## config.mk

```make
export PLATFORM = sky130hd
export DESIGN_NAME = mhf_filter
export DESIGN_NICKNAME = d
export VERILOG_FILES = /design/src/rtl/mhf_pkg.sv /design/src/rtl/mhf_crc_acc.sv /design/src/rtl/mhf_hash_table.sv /design/src/rtl/mhf_filter.sv
export SDC_FILE = /design/constraint.sdc
export NUM_CORES = 1
export LEC_CHECK = 0
export BUFFER_PORTS_ARGS = -buffer_cell sky130_fd_sc_hd__buf_2
export CORE_MARGIN = 3
export CORE_UTILIZATION = 30
export CTS_BUF_LIST = sky130_fd_sc_hd__clkbuf_8
export DETAILED_ROUTE_END_ITERATION = 10
export PLACE_DENSITY = 0.45
export SYNTH_ARGS = -nofsm -noshare
export SYNTH_HDL_FRONTEND = slang
export SYNTH_SLANG_ARGS = --single-unit
```

## constraint.sdc

```tcl
create_clock -name clk -period 4.1 [get_ports clk]
set_input_delay 0.82 -clock clk [delete_from_list [all_inputs] [get_ports clk]]
set_output_delay 0.82 -clock clk [all_outputs]
set_load 0.1 [all_outputs]
```

## src/rtl/mhf_pkg.sv

```systemverilog
package mhf_pkg;

    parameter int unsigned HASH_WORDS  = 8;
    parameter int unsigned HASH_WORD_W = 32;
    parameter int unsigned DA_BYTES    = 6;

    localparam logic [31:0] CRC_POLY = 32'h04C1_1DB7;
    localparam logic [31:0] CRC_SEED = 32'hFFFF_FFFF;

    // position of one bin inside the table
    typedef struct packed {
        logic [$clog2(HASH_WORDS)-1:0]  word;
        logic [$clog2(HASH_WORD_W)-1:0] pos;
    } bin_loc_t;

    typedef struct packed {
        logic valid;
        logic accept;
    } verdict_t;

    // fold one byte into the CRC, least-significant data bit first
    function automatic logic [31:0] crc32_byte(input logic [31:0] c_in,
                                               input logic [7:0]  d);
        logic [31:0] c;
        logic        fb;
        c = c_in;
        for (int i = 0; i < 8; i++) begin
            fb = c[31] ^ d[i];
            c  = {c[30:0], 1'b0};
            if (fb) c = c ^ CRC_POLY;
        end
        return c;
    endfunction

endpackage

```

## src/rtl/mhf_crc_acc.sv

```systemverilog
module mhf_crc_acc
    import mhf_pkg::*;
(
    input  logic        clk,
    input  logic        rst,
    input  logic        byte_en,
    input  logic        restart,
    input  logic [7:0]  byte_in,
    output logic [31:0] crc_after
);

    logic [31:0] crc_q;

    always_comb crc_after = crc32_byte(restart ? CRC_SEED : crc_q, byte_in);

    always_ff @(posedge clk) begin
        if (rst)          crc_q <= CRC_SEED;
        else if (byte_en) crc_q <= crc_after;
    end


    crc_hold_chk: assert property (@(posedge clk) disable iff (rst)
        !byte_en |=> $stable(crc_q));

endmodule

```

## src/rtl/mhf_hash_table.sv

```systemverilog
module mhf_hash_table #(
    parameter int unsigned NUM_WORDS = 8,
    parameter int unsigned WORD_W    = 32,
    localparam int unsigned SEL_W    = $clog2(NUM_WORDS),
    localparam int unsigned POS_W    = $clog2(WORD_W)
) (
    input  logic              clk,
    input  logic              rst,
    input  logic              wr_en,
    input  logic [SEL_W-1:0]  wr_sel,
    input  logic [WORD_W-1:0] wr_data,
    input  logic              freeze,
    input  logic [SEL_W-1:0]  rd_sel,
    input  logic [POS_W-1:0]  rd_pos,
    output logic              rd_bit
);

    logic [NUM_WORDS-1:0][WORD_W-1:0] prog_q;
    logic [NUM_WORDS-1:0][WORD_W-1:0] snap_q;
    logic [POS_W-1:0]                 flip_pos;

    for (genvar g = 0; g < NUM_WORDS; g++) begin : g_word
        always_ff @(posedge clk) begin
            if (rst) begin
                prog_q[g] <= '0;
                snap_q[g] <= '0;
            end else begin
                if (wr_en && wr_sel == SEL_W'(g)) prog_q[g] <= wr_data;
                if (freeze)                       snap_q[g] <= prog_q[g];
            end
        end
    end

    // bit 0 of a word is its most significant bit
    always_comb begin
        flip_pos = POS_W'(WORD_W - 1) - rd_pos;
        rd_bit   = snap_q[rd_sel][flip_pos];
    end


    snap_copy_chk: assert property (@(posedge clk) disable iff (rst)
        freeze |=> snap_q == $past(prog_q));


    snap_hold_chk: assert property (@(posedge clk) disable iff (rst)
        !freeze |=> $stable(snap_q));

endmodule

```

## src/rtl/mhf_filter.sv

```systemverilog
module mhf_filter
    import mhf_pkg::*;
#(
    parameter int unsigned NUM_WORDS  = HASH_WORDS,
    parameter int unsigned WORD_W     = HASH_WORD_W,
    parameter int unsigned ADDR_BYTES = DA_BYTES,
    localparam int unsigned SEL_W     = $clog2(NUM_WORDS),
    localparam int unsigned POS_W     = $clog2(WORD_W),
    localparam int unsigned BIN_W     = SEL_W + POS_W,
    localparam int unsigned CNT_W     = $clog2(ADDR_BYTES + 1)
) (
    input  logic              clk,
    input  logic              rst,
    input  logic              cfg_we,
    input  logic [SEL_W-1:0]  cfg_sel,
    input  logic [WORD_W-1:0] cfg_data,
    input  logic              promisc_en,
    input  logic              da_valid,
    input  logic              da_first,
    input  logic [7:0]        da_byte,
    output logic              match_valid,
    output logic              match_accept
);

    logic [CNT_W-1:0] cnt_q;
    logic             grp_q;
    logic             take, cont, final_byte, grp_now, hit;
    logic [31:0]      crc_after;
    logic [BIN_W-1:0] bin;
    bin_loc_t         loc;
    verdict_t         verdict_q;

    // a new address starts on a marked byte; later bytes only count mid-address
    always_comb begin
        take       = da_valid && da_first;
        cont       = da_valid && !da_first && cnt_q != '0;
        final_byte = take ? (ADDR_BYTES == 1)
                          : (cont && cnt_q == CNT_W'(ADDR_BYTES - 1));
        grp_now    = take ? da_byte[0] : grp_q;
    end

    mhf_crc_acc u_crc (
        .clk      (clk),
        .rst      (rst),
        .byte_en  (take || cont),
        .restart  (take),
        .byte_in  (da_byte),
        .crc_after(crc_after)
    );

    // top bits of the bit-reversed CRC
    always_comb begin
        for (int i = 0; i < BIN_W; i++) bin[BIN_W-1-i] = crc_after[i];
        loc.word = bin[BIN_W-1 -: SEL_W];
        loc.pos  = bin[POS_W-1:0];
    end

    mhf_hash_table #(.NUM_WORDS(NUM_WORDS), .WORD_W(WORD_W)) u_table (
        .clk    (clk),
        .rst    (rst),
        .wr_en  (cfg_we),
        .wr_sel (cfg_sel),
        .wr_data(cfg_data),
        .freeze (take),
        .rd_sel (loc.word),
        .rd_pos (loc.pos),
        .rd_bit (hit)
    );

    always_ff @(posedge clk) begin
        if (rst) begin
            cnt_q     <= '0;
            grp_q     <= 1'b0;
            verdict_q <= '0;
        end else begin
            if (take) begin
                cnt_q <= final_byte ? '0 : CNT_W'(1);
                grp_q <= da_byte[0];
            end else if (cont) begin
                cnt_q <= final_byte ? '0 : cnt_q + CNT_W'(1);
            end
            verdict_q.valid  <= final_byte;
            verdict_q.accept <= final_byte && (promisc_en || (grp_now && hit));
        end
    end

    assign match_valid  = verdict_q.valid;
    assign match_accept = verdict_q.accept;


    pulse_width_chk: assert property (@(posedge clk) disable iff (rst)
        match_valid |=> !match_valid);


    accept_qual_chk: assert property (@(posedge clk) disable iff (rst)
        match_accept |-> match_valid);


    promisc_chk: assert property (@(posedge clk) disable iff (rst)
        match_valid && $past(promisc_en) |-> match_accept);


    individual_chk: assert property (@(posedge clk) disable iff (rst)
        match_valid && !$past(promisc_en) && !$past(grp_now) |-> !match_accept);


    no_overflow_chk: assert property (@(posedge clk) disable iff (rst)
        cnt_q < CNT_W'(ADDR_BYTES));

endmodule

```

==> flow_summary_export.csv, run 1 <==
group,metric,value,unit
clocking,cts_tree,"built",
critical_path,r2r_start,"u_crc.crc_q[31]",
yosys,synth-edff-count,0,
yosys,synth_cells,2856,
pwr,ir_drop,0.000262,V
drt,drc_errors,0,
grt,grt_max_degree,198,
cells_and_area,num-fill-cells,7826,
grt,grt_pass1_vias,18800,
yosys,synth-seq-cells,550,
placed_design,hpwl,46800,um
timing,fin_skew,0.0303,ns
timing,rsz0062_at_grt,"false",
critical_path,cp.required,4.73,ns
yosys,yosys.area.top_type_share,48.6,%
cells_and_area,syn_to_final_growth,13.4,%
clocking,clockBufferDepth,3,
flow_run,max_cap_viol_count,0,
die,placement_rows,100,
clocking,cts.sinks,550,
yosys,ys_top_cells_by_area,"dfxtp_1 49%, nand2_1 18%, a21oi_1 12%",
clocking,clock_latency,0.72,ns
grt,grt_use_met2,32.7,%
clocking,clkSlewWorstSetupHoldPaths,0.07,ns
hold_path,worstHoldEndpoint,"u_table.prog_q[216]",
yosys,syn_area,22700,um2
grt,grt.busiest_layer,"met2",
yosys,avgSynthCellArea,7.94,um2
clocking,root_buffer,"clkbuf_8",
critical_path,cp_max_fo,14,
cells_and_area,final_cell_mix,"1082 x nand2_1, 564 x a21oi_1, 550 x dfxtp_1",
timing,finalCritPeriodShare,82.7,%
timing,drv_slew,0,
critical_path,cp_common_cell,"nand4_1",
critical_path,crit_path_top_delay_cell,"xor2_2",
yosys,synth_nets,2908,
critical_path,critical-path-max-stage-delay,0.77,ns
die,core,74700,um2
critical_path,crit_arrival,4.02,ns
die,initial_core_util,30.3,%
clocking,cts_max_level,3,
hold_path,hold_path_depth,3,
drt,drt-total-wl,79500,um
die,die_h,281,um
yosys,ys.flop_type,"dfxtp_1",
critical_path,startpoint_type,"flop",
yosys,netlist.top_cell.by_area,"dfxtp_1",
cells_and_area,nNetsFinal,2865,
critical_path,cp_cell_sequence,"xor2_1 > nand2_1 > xnor3_1 > xor2_2 > nand4_1 > o21ai_0 > nor3_1 > o211ai_1 > nand4_1 > a221oi_2",
cells_and_area,drive_gt1_share,11.8,%
drt,via_per_inst,5.03,
grt,antenna_found_initial,3,
drt,vias,19400,
clocking,cts_buffers,97,
run_status,status,"complete, no violations",
pwr,p_per_area,533,nW/um2
drt,drt-initial-drc-count,1937,
timing,max_clock_freq,295,MHz
die,die-area,78900,um2
drt,ant_nets,0,
clocking,post_cts_buffers,0,
grt,grt_use_total,19.9,%
hold_path,min_path_type,"in2reg",
cells_and_area,final_common_cell,"nand2_1",
hold_path,worstHoldStart,"cfg_data[24]",
pwr,leakage,8.54,nW
clocking,hold_buffers,0,
timing,final_hold_viol_count,0,
drt,wl_per_cell,20.6,um
placed_design,placement.io_buffers,50,
die,die_x,281,um
critical_path,path_class,"reg2reg",
placed_design,place_congestion,0.815,
drt,firstDrtPassIters,5,
die,ios,51,
critical_path,reg2reg_slack,0.71,ns
grt,grt_remaining_overflow,0,
grt,grtUsageMet3,3.36,%
timing,slew_headroom,18.5,%
critical_path,cp-startpoint,"u_crc.crc_q[31]",
yosys,synthArstFlopShare,0,%
critical_path,endpoint_kind,"flop",
critical_path,ff2ff_path_depth,10,
critical_path,r2r_end,"match_accept",
yosys,ys_types,68,
timing,worst_pin_slew,1.22,ns
grt,grt_pass1_wl,119000,um
timing,setup_viol,0,
timing,period_needed,3.39,ns
grt,use_met1,27.1,%
timing,fin_tns_setup,0,ns
clocking,cts.repair.resized,0,
yosys,ys_seq_area_share,48.6,%
pwr,finalPower,13.7,mW
yosys,yosys_warnings,0,
[cells in the mapped netlist (all sizes together) (2+ instances only)]
cell type / number
a221oi: 20
buf: 44
a32oi: 2
a221o: 2
o2bb2ai: 4
nor4: 5
a211o: 9
nor2b: 4
a22oi: 4
mux4: 42
o211ai: 4
xor2: 19
o2111ai: 3
or3: 3
xnor3: 2
o21bai: 2
nand4: 5
mux2: 2
ha: 3
clkbuf: 207
and3: 3
a21o: 2
xnor2: 65
nor2: 76
a211oi: 2
o21ai: 12
mux2i: 10
or2: 14
dfxtp: 550
nor3: 13
nand2: 1086
inv: 4
nand2b: 13
a21oi: 565
o22ai: 16
a31oi: 9
nand3: 18
[sequential cells by signal (all words and copies together) (netlist names)]
signal          cells
u_table.prog_q    256
cnt_q               3
match_valid         1
u_crc.crc_q        32
match_accept        1
grp_q               1
u_table.snap_q    256
[logic make-up after synthesis]
logic type | after synthesis | synth area share, %
AO/OA/AOI/OAI | 662 | 15.7
XOR/XNOR | 86 | 4.15
adder cells (fa/ha/maj) | 3 | 0.166
buffers and inverters | 255 | 5.13
flip-flops | 550 | 48.6
multiplexers | 54 | 4.75
AND/OR/NAND/NOR | 1246 | 21.5
[critical path, delay by kind of cell (launching register included)]
| family | cells | cell delay [ns] |
|---|---|---|
| simple gates | 4 | 0.56 |
| flops | 1 | 0.60 |
| compound gates | 3 | 0.69 |
| xor+xnor | 3 | 1.47 |
[metal layers]
layer	vias up	routed length [um]
met3	120	4150
met5	-	0
li1	9344	-
met1	9474	36600
met2	485	37100
met4	0	1690
[report_power, final]
group	total, mW	switching, mW	internal [mW]	leakage [nW]
Combinational	2.88	1.83	1.05	2.91
Clock	5.23	2.36	2.87	1.18
Sequential	5.59	0.109	5.48	4.45
[how the worst max path moves through the flow]
| stage | endpoint | slack [ns] | cells after the start |
|---|---|---|---|
| finish | match_accept | 0.71 | 10 |
| global placement | match_accept | 0.29 | 11 |
| floorplan | match_accept | 0.88 | 12 |
| detailed placement | match_accept | 0.26 | 11 |
| global route | match_accept | 0.47 | 11 |
| CTS | match_accept | 0.72 | 10 |
[per-stage QoR]
step                cells  setup slack, ns  utilization [%]  instance area [um2]  hold slack (ns)
floorplan            2856            0.881                -                22700            0.432
global placement     3683            0.288             31.7                23700            0.436
detailed placement   3683            0.262             31.7                23700            0.442
CTS                  3859            0.719             34.4                25700            0.362
global route         3860            0.469             34.4                25700            0.384
finish               3861            0.709             34.4                25700            0.417
[area by class of cell]
type / instances / area [um2] / area share [%]
Clock inverter: 54 / 335 / 1.30
Tap cell: 969 / 1210 / 4.71
Inverter: 4 / 15.0 / 0.0584
Timing Repair Buffer: 109 / 841 / 3.27
Clock buffer: 122 / 1680 / 6.53
Antenna cell: 2 / 5.00 / 0.0195
Sequential cell: 550 / 11000 / 42.8
Multi-Input combinational cell: 2051 / 10600 / 41.3
(Power assumes the default switching activity.)
==> run 2: changes to the inputs <==
Settings changed: ABC_AREA set to 1, PLACE_DENSITY 0.45 to 0.47.
Clock period 4.1 ns to 3 ns, I/O delays scaled along.
==> run 2 against run 1 <==
Effect of this change: sequential power grew 40%; synthesized area rose by 1.7%; utilization grew 0.63 points; flip-flop and latch count did not move; critical endpoint unchanged; largest cell class unchanged; worst setup slack worse by 0.15 ns; power grew 31%.
==> flow_summary_export.csv, run 2 <==
group,metric,value,unit
grt,grt_pass1_wl,116000,um
clocking,post_cts_buffers,0,
placed_design,hpwl,45700,um
clocking,clkSlewWorstSetupHoldPaths,0.06,ns
cells_and_area,reg_top3,"u_table.prog_q (256), u_table.snap_q (256), u_crc.crc_q (32)",
yosys,syn_area,23100,um2
critical_path,cp-startpoint,"u_crc.crc_q[31]",
yosys,synth-edff-count,0,
critical_path,cp_cell_sequence,"inv_1 > nand2_1 > nand2_1 > nand2_4 > nand2_1 > nand2_4 > buf_12 > nand2_1 > nand2_1 > nand2_1 > nand2_1 > a21oi_1 > nand3_1 > nand2_1 > nand2_1 > nand3_1 > nand2_1 > nand2_1 > nand3_1 > a21oi_1",
cells_and_area,num-fill-cells,8354,
pwr,finalPower,18.0,mW
pwr,share_comb_of_total_power,19.9,%
critical_path,crit_family,"simple AND/OR/NAND/NOR gates",
yosys,synthArstFlopShare,0,%
die,initial_core_util,30.3,%
yosys,synth.most_common_cell,"nor2_1",
hold_path,worstHoldStart,"cfg_data[13]",
timing,finalCritPeriodShare,81.5,%
timing,worst_pin_slew,1.14,ns
cells_and_area,finalNonFillerCells,4354,
critical_path,startpoint_type,"flop",
pwr,seq_power_share,43.6,%
cells_and_area,syn_to_final_growth,15.7,%
timing,slew_headroom,24.0,%
pwr,leakage,11.7,nW
yosys,netlist.top_cell.by_area,"dfxtp_1",
pwr,ir_drop,0.000272,V
timing,max_clock_freq,409,MHz
yosys,yosys_warnings,0,
yosys,ys_top_cells_by_area,"dfxtp_1 48%, o21ai_0 14%, nor2_1 14%",
critical_path,ff2ff_path_depth,20,
drt,vias,20400,
die,ios,51,
cells_and_area,nNetsFinal,3308,
pwr,p_clk_share,36.6,%
drt,firstDrtPassIters,5,
yosys,synth_commonest_cells,"857 x nor2_1, 651 x o21ai_0, 550 x dfxtp_1, 382 x nand2_1, 180 x clkbuf_1",
grt,grt_pass1_vias,18800,
flow_run,max_cap_viol_count,0,
clocking,clockBufferDepth,3,
clocking,root_buffer,"clkbuf_8",
die,die_x,283,um
cells_and_area,design_area,26700,um2
die,die-area,80200,um2
critical_path,cp.required,3.63,ns
critical_path,endpoint_kind,"flop",
yosys,synth_cells,3232,
yosys,synth-seq-cells,550,
clocking,cts_tree,"built",
critical_path,crit_path_top_delay_cell,"dfxtp_1",
critical_path,cp_max_fo,15,
timing,rsz0062_at_grt,"false",
yosys,yosys.area.top_type_share,47.8,%
die,die_h,283,um
timing,fin_tns_setup,0,ns
yosys,ys_types,37,
critical_path,path_class,"reg2reg",
timing,setup_viol,0,
cells_and_area,final_common_cell,"nor2_1",
grt,grt_use_total,18.4,%
cells_and_area,drive_gt1_share,11.5,%
yosys,synth_nets,3284,
pwr,p_per_area,675,nW/um2
drt,drt-total-wl,75600,um
drt,ant_nets,0,
die,placement_rows,101,
pwr,cell_internal_pwr,12.4,mW
critical_path,critPathBufInv,2,
pwr,netSwitchingFraction,31.1,%
clocking,clock_latency,0.70,ns
placed_design,dp.cells,4187,
hold_path,hold_path_depth,3,
clocking,cts.sinks,550,
grt,grt_max_degree,117,
critical_path,path_depth,20,
pwr,p_sw,5.60,mW
clocking,hold_buffers,0,
clocking,cts_buffers,97,
drt,via_per_inst,4.68,
yosys,ys_seq_area_share,47.8,%
timing,final_hold_viol_count,0,
placed_design,placement.io_buffers,50,
drt,drt-initial-drc-count,1423,
timing,fin_skew,0.0303,ns
grt,antenna_found_initial,6,
placed_design,place_area,24900,um2
run_status,status,"complete, no violations",
critical_path,cp_common_cell,"nand2_1",
critical_path,r2r_start,"u_crc.crc_q[31]",
critical_path,crit_arrival,3.08,ns
timing,hold_ws,0.263,ns
timing,period_needed,2.45,ns
placed_design,place_congestion,0.820,
drt,wl_per_cell,17.4,um
clocking,cts_max_level,3,
drt,drc_errors,0,
yosys,avgSynthCellArea,7.13,um2
hold_path,min_path_type,"in2reg",
yosys,ys.flop_type,"dfxtp_1",
critical_path,critical-path-max-stage-delay,0.30,ns
clocking,cts.repair.resized,0,
grt,grt_remaining_overflow,0,
cells_and_area,final_cell_mix,"848 x nor2_1, 651 x o21ai_0, 550 x dfxtp_1",
die,core,76100,um2
timing,drv_slew,0,
==> run 2: cell count changes after synthesis, moves of 39 or more <==
cell     change
xnor2_1     -39
inv_1      +158
a21oi_1    -415
o21ai_0    +643
mux4_2      -39
nor2_1     +783
nand3_1     +41
nand2_1    -704
==> run 2: power groups by stage <==
stage	registers [mW]	clock network, mW	logic (mW)
floorplan	7.96	0	2.29
global placement	7.99	0	3.60
detailed placement	8.00	0	3.60
CTS	7.84	6.80	3.61
global route	7.88	7.12	4.01
finish	7.84	6.58	3.58
==> run 2: final timing paths <==
path / endpoint / slack [ns]
max reg2reg: match_accept / 0.55
min reg2reg: u_table.snap_q[82] / 0.44
max: match_accept / 0.55
min: u_table.prog_q[109] / 0.26
==> run 2: worst reg2reg max path, delay by kind of cell, from the launching register on <==
kind | cells | cell delay [ns]
AOI/OAI and AO/OA | 2 | 0.34
buffers and inverters | 2 | 0.29
DFF | 1 | 0.30
and+or+nand+nor | 16 | 1.47
==> run 2: cell families after synthesis <==
| kind of cell | synth area share (%) |
|---|---|
| buf+inv | 7.57 |
| fa+ha+maj | 0.163 |
| xor+xnor | 2.26 |
| simple gates | 23.3 |
| flops | 47.8 |
| compound gates | 18.7 |
| mux | 0.260 |
==> run 2: through the flow <==
stage                     utilization, %  worst slack (ns)
after global placement              32.7          -0.00417
final                               35.1             0.554
after floorplan                        -             0.572
after CTS                           35.0             0.520
after detailed placement            32.7           -0.0196
after global routing                35.1             0.307
==> run 2: per-layer routing <==
metal / track usage [%] / share of wire (%) / vias up / wire, um
met5: 0 / 0.017 / - / 13
met4: 4.99 / 1.8 / 2 / 1390
met3: 2.62 / 4.4 / 97 / 3330
met2: 28.7 / 44 / 413 / 33300
met1: 26.6 / 50 / 9465 / 37600
li1: - / - / 10400 / -
==> run 2: layout make-up <==
type	instances	area [um2]	area share, %
inverters	172	658	2.47
clock buffers	112	1540	5.78
well taps	1030	1290	4.83
clock inverters	53	260	0.976
multi-input cells	2255	10400	39.0
diodes	2	5.00	0.0188
flip-flops and latches	550	11000	41.3
repair buffers	180	1510	5.68
==> run 3: changes to the inputs <==
Settings changed: PLACE_DENSITY 0.47 to 0.45.
Clock period 3 ns to 2.39 ns, I/O delays scaled along.
==> run 3 against run 2 <==
Effect of this change: utilization is 2.7 points higher; non-clock buffer count increased by 125; power increased by 34%; hold slack worse by 0.16 ns; combinational power rose by 63%; via count up 2.2%; register-to-register slack got worse by 0.48 ns; critical path type unchanged; largest cell class unchanged; highest routed layer is now met4.
==> flow_summary_export.csv, run 3 (same netlist as run 2, synthesis figures left out) <==
group,metric,value,unit
clocking,cts_buffers,101,
placed_design,dp_slack,-0.397,ns
timing,max_clock_freq,431,MHz
placed_design,place_congestion,0.801,
drt,drt-initial-drc-count,1451,
cells_and_area,reg_top3,"u_table.prog_q (256), u_table.snap_q (256), u_crc.crc_q (32)",
die,initial_core_util,30.3,%
die,die_h,283,um
drt,via_per_inst,4.64,
timing,slew_headroom,32.1,%
critical_path,startpoint_type,"flop",
timing,layout_setup_ws,0.0710,ns
timing,worst_pin_slew,1.02,ns
timing,drv_slew,0,
grt,grt_max_degree,100,
grt,grt_pass1_vias,19500,
die,placement_rows,101,
clocking,clockBufferDepth,3,
clocking,root_buffer,"clkbuf_8",
timing,fin_skew,0.0319,ns
cells_and_area,drive_gt1_share,17.6,%
flow_run,max_cap_viol_count,0,
cells_and_area,finalNonFillerCells,4490,
die,die-area,80200,um2
cells_and_area,syn_to_final_growth,24.5,%
pwr,p_per_area,843,nW/um2
pwr,leakage,12.7,nW
placed_design,placement.io_buffers,50,
pwr,ir_drop,0.000361,V
timing,hold_ws,0.106,ns
drt,wl_per_cell,18.0,um
timing,finalCritPeriodShare,97.0,%
critical_path,cp.required,3.04,ns
critical_path,crit_arrival,2.97,ns
die,core,76100,um2
die,die_x,283,um
clocking,hold_buffers,0,
critical_path,cp_max_fo,15,
cells_and_area,nNetsFinal,3441,
timing,fin_tns_setup,0,ns
clocking,clock_latency,0.72,ns
clocking,cts_max_level,3,
timing,period_needed,2.32,ns
placed_design,hpwl,48800,um
cells_and_area,final_cell_mix,"847 x nor2_1, 600 x o21ai_0, 548 x dfxtp_1",
clocking,clkSlewWorstSetupHoldPaths,0.06,ns
critical_path,endpoint_kind,"flop",
drt,firstDrtPassIters,5,
timing,final_hold_viol_count,0,
run_status,status,"complete, no violations",
grt,grt_pass1_wl,119000,um
clocking,cts.sinks,550,
drt,drc_errors,0,
placed_design,dp.cells,4292,
drt,ant_nets,0,
pwr,finalPower,24.2,mW
timing,setup_viol,0,
cells_and_area,design_area,28700,um2
critical_path,path_class,"reg2reg",
cells_and_area,final_util,37.7,%
grt,grt_use_total,19.0,%
drt,drt-total-wl,80700,um
die,ios,51,
cells_and_area,final_common_cell,"nor2_1",
grt,grt_remaining_overflow,0,
drt,vias,20800,
placed_design,place_area,25700,um2
grt,antenna_found_initial,3,
clocking,cts_tree,"built",
hold_path,min_path_type,"in2reg",
run 3: changes by cell type in the layout (fill, tap and decap cells not counted), sizes merged:
| cell | change |
|---|---|
| inv | +9 |
| clkbuf | +18 |
| nand2 | +4 |
| clkinvlp | -3 |
| buf | +110 |
| clkinv | -2 |
run 3: final cells by class:
cell class / instances / area [um2]
Fill cell: 8247 / 47400
Sequential cell: 550 / 11000
Multi-Input combinational cell: 2259 / 10900
Timing Repair Buffer: 305 / 2930
Clock buffer: 115 / 1580
Tap cell: 1030 / 1290
Inverter: 172 / 668
Clock inverter: 57 / 284
Antenna cell: 2 / 5.00
run 3: worst max-delay path, cell delays in order (launching register included):
cell       delay [ns]
dfxtp_2          0.32
inv_4            0.07
nand3_4          0.09
buf_12           0.17
nand2_8          0.17
clkbuf_16        0.20
nand2_1          0.08
o21ai_1          0.18
a21oi_1          0.12
nand2_1          0.07
nand2_1          0.05
nand2_1          0.06
nand3_1          0.08
nand2_2          0.08
nand2_1          0.05
nand3_1          0.09
nand2_2          0.07
nand2_2          0.07
nand3_2          0.07
a21oi_2          0.14
run 3: per-layer routing:
layer	up-vias	share of wire, %	global-route usage (%)
met5	-	0	0
met4	0	1.7	5.00
met3	96	4.2	2.79
met2	379	45	30.4
met1	9658	49	26.8
li1	10700	-	-
run 3: where the power goes:
part / switching (mW) / leakage (nW) / total [mW] / internal [mW]
Combinational: 3.42 / 7.03 / 5.82 / 2.39
Sequential: 0.196 / 4.50 / 9.86 / 9.66
Clock: 4.05 / 1.13 / 8.52 / 4.47
Total: 7.67 / 12.7 / 24.2 / 16.5
run 3: worst paths after layout:
| kind | cells after the start | startpoint | slack [ns] | endpoint |
|---|---|---|---|---|
| setup / recovery | 19 | u_crc.crc_q[26] | 0.07 | match_accept |
| hold / removal | 3 | promisc_en | 0.11 | match_accept |
| setup reg to reg | 19 | u_crc.crc_q[26] | 0.07 | match_accept |
| hold reg to reg | 2 | u_table.snap_q[230] | 0.44 | u_table.snap_q[230] |
run 3: what timing repair did:
item | 4_1_cts | 5_1_grt
setup endpoints to repair | 1 | 1
setup buffers | 1 | 11
gates cloned | 1 | 19
resized for setup | 9 | 191
pin swaps | 1 | 60
